File: src/rtl/scale_step_calc.sv
module scale_step_calc #(
  parameter int DIM_W     = 13,
  parameter int FRAC      = 16,
  parameter int DVD_W     = 33,
  parameter int MIN_DIM   = 128,
  parameter int MAX_SRC   = 8176,
  parameter int MAX_DST   = 8128,
  parameter int MAX_RATIO = 8
) (
  input  logic               clk,
  input  logic               rst_n,
  input  logic               in_valid,
  output logic               in_ready,
  input  logic [DIM_W-1:0]   src_w,
  input  logic [DIM_W-1:0]   src_h,
  input  logic [DIM_W-1:0]   dst_w,
  input  logic [DIM_W-1:0]   dst_h,
  output logic               out_valid,
  output logic [2*FRAC-1:0]  factor,
  output logic [3:0]         mode,
  output logic               err
);
  localparam int CNT_W = $clog2(DVD_W + 1);

  typedef enum logic [1:0] {S_IDLE, S_SETUP, S_DIV, S_FIX} st_t;
  st_t st;

  logic [DIM_W-1:0] sw_r, sh_r, dw_r, dh_r;
  logic             axis, err_r;
  logic [DVD_W-1:0] dvd;
  logic [DIM_W-1:0] rem;
  logic [FRAC-1:0]  q, fh;
  logic [1:0]       mh;
  logic [CNT_W-1:0] cnt;

  function automatic logic axis_bad(input logic [DIM_W-1:0] s, input logic [DIM_W-1:0] d);
    int si, di;
    si = int'(s);
    di = int'(d);
    return si < MIN_DIM || si > MAX_SRC || di < MIN_DIM || di > MAX_DST ||
           di > MAX_RATIO * si || si > MAX_RATIO * di;
  endfunction

  logic [DIM_W-1:0] cur_s, cur_d, num, den;
  logic             up, byp;
  assign cur_s = axis ? sh_r : sw_r;
  assign cur_d = axis ? dh_r : dw_r;
  assign up    = cur_d > cur_s;
  assign byp   = cur_d == cur_s;
  assign num   = (up ? cur_s : cur_d) - 1'b1;
  assign den   = (up ? cur_d : cur_s) - 1'b1;

  logic [DIM_W:0]  rem_sh;
  logic            ge;
  assign rem_sh = {rem, dvd[DVD_W-1]};
  assign ge     = rem_sh >= {1'b0, den};

  logic [FRAC-1:0] fix_val, ax_val;
  logic            ax_done;
  assign fix_val = up ? ((rem == '0) ? q - 1'b1 : q) : q + 1'b1;
  assign ax_done = (st == S_FIX) || (st == S_SETUP && (err_r || byp));
  assign ax_val  = (st == S_FIX) ? fix_val : '0;
  assign in_ready = (st == S_IDLE);

  always_ff @(posedge clk) begin
    if (!rst_n) begin
      st <= S_IDLE;
      sw_r <= '0; sh_r <= '0; dw_r <= '0; dh_r <= '0;
      axis <= 1'b0; err_r <= 1'b0;
      dvd <= '0; rem <= '0; q <= '0; cnt <= '0;
      fh <= '0; mh <= '0;
      out_valid <= 1'b0; factor <= '0; mode <= '0; err <= 1'b0;
    end else begin
      out_valid <= 1'b0;
      case (st)
        S_IDLE: if (in_valid) begin
          sw_r <= src_w; sh_r <= src_h; dw_r <= dst_w; dh_r <= dst_h;
          err_r <= axis_bad(src_w, dst_w) || axis_bad(src_h, dst_h);
          axis <= 1'b0;
          st <= S_SETUP;
        end
        S_SETUP: if (!(err_r || byp)) begin
          dvd <= DVD_W'({num, {FRAC{1'b0}}});
          rem <= '0;
          q   <= '0;
          cnt <= CNT_W'(DVD_W);
          st  <= S_DIV;
        end
        S_DIV: begin
          rem <= DIM_W'(ge ? rem_sh - {1'b0, den} : rem_sh);
          q   <= {q[FRAC-2:0], ge};
          dvd <= dvd << 1;
          cnt <= cnt - 1'b1;
          if (cnt == CNT_W'(1)) st <= S_FIX;
        end
        default: ;
      endcase
      if (ax_done) begin
        if (!axis) begin
          fh   <= ax_val;
          mh   <= err_r ? 2'b00 : {up, byp};
          axis <= 1'b1;
          st   <= S_SETUP;
        end else begin
          factor    <= {ax_val, fh};
          mode      <= err_r ? 4'b0000 : {up, byp, mh};
          err       <= err_r;
          out_valid <= 1'b1;
          st        <= S_IDLE;
        end
      end
    end
  end
endmodule

File: config.mk
export PLATFORM = sky130hd
export DESIGN_NAME = scale_step_calc
export DESIGN_NICKNAME = d
export VERILOG_FILES = /design/src/rtl/scale_step_calc.sv
export SDC_FILE = /design/constraint.sdc
export NUM_CORES = 1
export LEC_CHECK = 0
export BUFFER_PORTS_ARGS = -buffer_cell sky130_fd_sc_hd__buf_2
export CAP_MARGIN = 0
export CORE_AREA = 8 8 210 112
export CTS_BUF_LIST = sky130_fd_sc_hd__clkbuf_8
export DETAILED_ROUTE_END_ITERATION = 6
export DIE_AREA = 0 0 218 120
export MAX_ROUTING_LAYER = met4
export PLACE_DENSITY = 0.69
export SYNTH_ARGS = -nofsm -noshare
export SYNTH_HDL_FRONTEND = slang
export SYNTH_SLANG_ARGS = --single-unit
File: constraint.sdc
create_clock -name clk -period 10.4 [get_ports clk]
set_input_delay 1.56 -clock clk [delete_from_list [all_inputs] [get_ports clk]]
set_output_delay 1.56 -clock clk [all_outputs]
set_load 0.1 [all_outputs]
==> impl_metrics.env <==
export IMPL_run_status="finished with violations"
export IMPL_failed_checks="design-rule violations"
export IMPL_seqCellArea_um2=3284
export IMPL_dieArea_um2=26160
export IMPL_tightestPinTransition_ns=1.088
export IMPL_wl_um=31730
export IMPL_synthToLayoutAreaGrowth_pct=9.901
export IMPL_synth_edf_count=0
export IMPL_postLayoutSetupSlackWorst_ns=3.042
export IMPL_synthTopCellsByCount="nand2_1 (200), dfxtp_1 (164), nor2_1 (115)"
export IMPL_dpl_hpwl_um=24310
export IMPL_grt_max_degree=71
export IMPL_max_freq_mhz=135.9
export IMPL_synth_top_area_share_pct=32.72
export IMPL_coreArea_um2=20830
export IMPL_synth_cell_type_count=79
export IMPL_netlist_area_um2=10030
export IMPL_ant_nets=0
export IMPL_hold_path_class="reg2reg"
export IMPL_chipWidth_um=218
export IMPL_min_delay_start="fh[4]"
export IMPL_p_per_area_nw_per_um2=323.5
export IMPL_rsz0062_at_grt="no"
export IMPL_cp_max_fo=42
export IMPL_skew_ns=0.01618
export IMPL_grt_pass1_wl_um=49760
export IMPL_async_flop_share_pct=0
export IMPL_avgViaCountPerCell=5.895
export IMPL_fin_util_pct=52.95
export IMPL_cts_setup_buffers=0
export IMPL_n_fill_cell=2021
export IMPL_drive_gt1_share_pct=12.00
export IMPL_fin_nets=1445
export IMPL_num_vias=9468
export IMPL_syn_avg_cell_area_um2=7.957
export IMPL_p_leak_nw=4.670
export IMPL_drv_cap=0
export IMPL_r2r_setup_slack_ns=3.04
export IMPL_min_to="factor[4]"
export IMPL_drt_iter0_markers=1105
export IMPL_cp_required_ns=10.75
export IMPL_dp_worst_setup_slack_ns=3.312
export IMPL_cts_resized=0
export IMPL_synth_seq_area_share_pct=32.72
export IMPL_start_kind="register"
export IMPL_regToRegStartpoint="axis"
export IMPL_tritoncts="built"
export IMPL_arrival_ns=7.70
export IMPL_setup_tns_final_ns=0
export IMPL_synth_top_cells_by_area="dfxtp_1 (33%), ha_1 (9.6%), nand2_1 (7.5%)"
export IMPL_port_buffers=93
export IMPL_vdd_ir_drop_max_mv=0.1821
export IMPL_rows=38
export IMPL_antenna_found_initial=1
export IMPL_cts_sinks=164
export IMPL_syn_nets=1394
export IMPL_cts_root_buf="clkbuf_8"
export IMPL_slew_headroom_pct=27.50
export IMPL_hold_buffers=0
export IMPL_synth_top_cell_by_area="dfxtp_1"
export IMPL_clk_pin_slew_ns=0.10
export IMPL_grt_pass1_vias=8740
export IMPL_multi_input_area_um2=6183
export IMPL_ys_seq_elements=164
export IMPL_die_h_um=120
export IMPL_reg2reg_depth=20
export IMPL_start_util_pct=48.18
export IMPL_clk_latency_ns=0.47
export IMPL_drt_wirelength_per_cell_um=19.75
export IMPL_maxSlewViolCount=0
export IMPL_min_period_ns=7.358
export IMPL_gp_congestion=1.031
export IMPL_whs_path_depth=2
export IMPL_max_clock_path_buffers=2
export IMPL_r2r_end="rem[2]"
export IMPL_cts_buffers=17
export IMPL_yosysWarnings=0
export IMPL_firstDrtPassIters=7
export IMPL_htreeDepth=4
export IMPL_finalCritPeriodShare_pct=70.75
export IMPL_placed_cells=1573
export IMPL_report_final_setup_viol=0
export IMPL_path_class="reg2reg"
export IMPL_synth_main_ff_cell="dfxtp_1"
export IMPL_io_pins=94
export IMPL_grtUsageTotal_pct=24.47
export IMPL_netlist_instances=1261
export IMPL_route_detailed_drc=1
export IMPL_grt_remaining_overflow=0
export IMPL_hold_violations=0
export IMPL_synth_most_common_cell="nand2_1"
export IMPL_cp_end_kind="register"
export IMPL_layout_cells_non_filler=1606
export IMPL_whs_ns=0.4557
worst max-delay path: stages (launching register included):
cell      delay [ns]
dfxtp_2         0.40
buf_4           0.49
mux2i_1         0.61
ha_1            0.37
nand4_1         0.19
o221ai_1        0.19
a221o_1         0.45
o21ai_4         0.41
buf_4           0.47
mux2i_1         0.53
nor2_1          0.13
xnor2_1         0.15
mux2i_1         0.42
ha_1            0.38
a21o_1          0.18
a21o_1          0.17
a21oi_1         0.23
o211ai_1        0.18
a211oi_4        0.88
mux2i_1         0.31
o21ai_1         0.08
how the worst max path moves through the flow:
stage / from / slack [ns] / depth (start not counted) / end
finish: axis / 3.04 / 20 / rem[2]
global route: axis / 2.64 / 20 / rem[0]
CTS: axis / 3.24 / 20 / rem[2]
detailed placement: axis / 3.31 / 20 / rem[2]
global placement: axis / 3.67 / 20 / rem[1]
floorplan: axis / 3.91 / 28 / rem[12]
state kept, by name, summed over array words and instances (netlist names):
name	count
factor	32
dvd	17
fh	16
q	16
dh_r	13
dw_r	13
rem	13
sh_r	13
sw_r	13
cnt	6
mode	4
mh	2
st	2
axis	1
err	1
err_r	1
out_valid	1
where the power goes:
group	switching [mW]	internal, mW	leakage [nW]
logic	1.47	0.830	3.13
registers	0.0692	0.706	1.33
clock network	0.268	0.221	0.205
metal layers:
layer | up-vias | GRT usage, % | part of all wire, % | routed length, um
met5 | - | - | 0 | 0
met3 | 19 | 8.666 | 11 | 3481
met4 | 0 | 3.133 | 0.52 | 165
met2 | 387 | 29.57 | 37 | 11810
met1 | 4494 | 37.77 | 51 | 16270
li1 | 4568 | - | - | -
cell usage in the layout, fill, tap and decap left out, types with 4 or more instances in the layout:
cell type / instances
nor2_1: 115
buf_4: 10
a22oi_1: 36
o21a_1: 4
dfxtp_1: 163
inv_1: 68
o31ai_1: 4
a211oi_1: 5
and2_1: 6
ha_1: 77
mux2_2: 6
clkbuf_8: 17
a21oi_1: 113
and3_1: 4
o211ai_1: 8
a222oi_1: 5
nand2b_1: 9
a32oi_1: 4
inv_6: 4
a21o_1: 11
or3_1: 8
nor3_1: 35
o21ai_0: 26
o21ai_1: 14
nand2_1: 200
a31oi_1: 5
nand3b_1: 7
nor4_1: 19
a32o_1: 12
xor2_1: 14
xnor2_1: 36
nand4_1: 22
buf_2: 93
nor2b_1: 12
mux2i_1: 52
nand3_1: 28
stage by stage:
stage,cell area (um^2),power [mW]
floorplan,10030,2.441
global placement,10620,2.971
detailed placement,10620,3.002
CTS,11020,3.493
global route,11030,3.781
finish,11030,3.567
cell families after synthesis:
logic type	count (synthesis)	share of synthesized area (%)
AND/OR/NAND/NOR	481	21.81
AO/OA/AOI/OAI	285	18.82
flip-flops	164	32.72
buffers and inverters	140	5.699
adder cells (fa/ha/maj)	78	9.802
multiplexers	63	6.784
XOR/XNOR	50	4.365
area by class of cell:
class | instances | share of cell area (%)
antenna | 1 | 0.02269
clock buffer | 17 | 2.122
clock inverter | 15 | 1.543
inverter | 69 | 2.372
multi-input combinational | 957 | 56.08
sequential | 164 | 29.79
tap | 280 | 3.177
timing repair buffer | 103 | 4.902
Note: power is estimated with default switching activity, not from simulation.
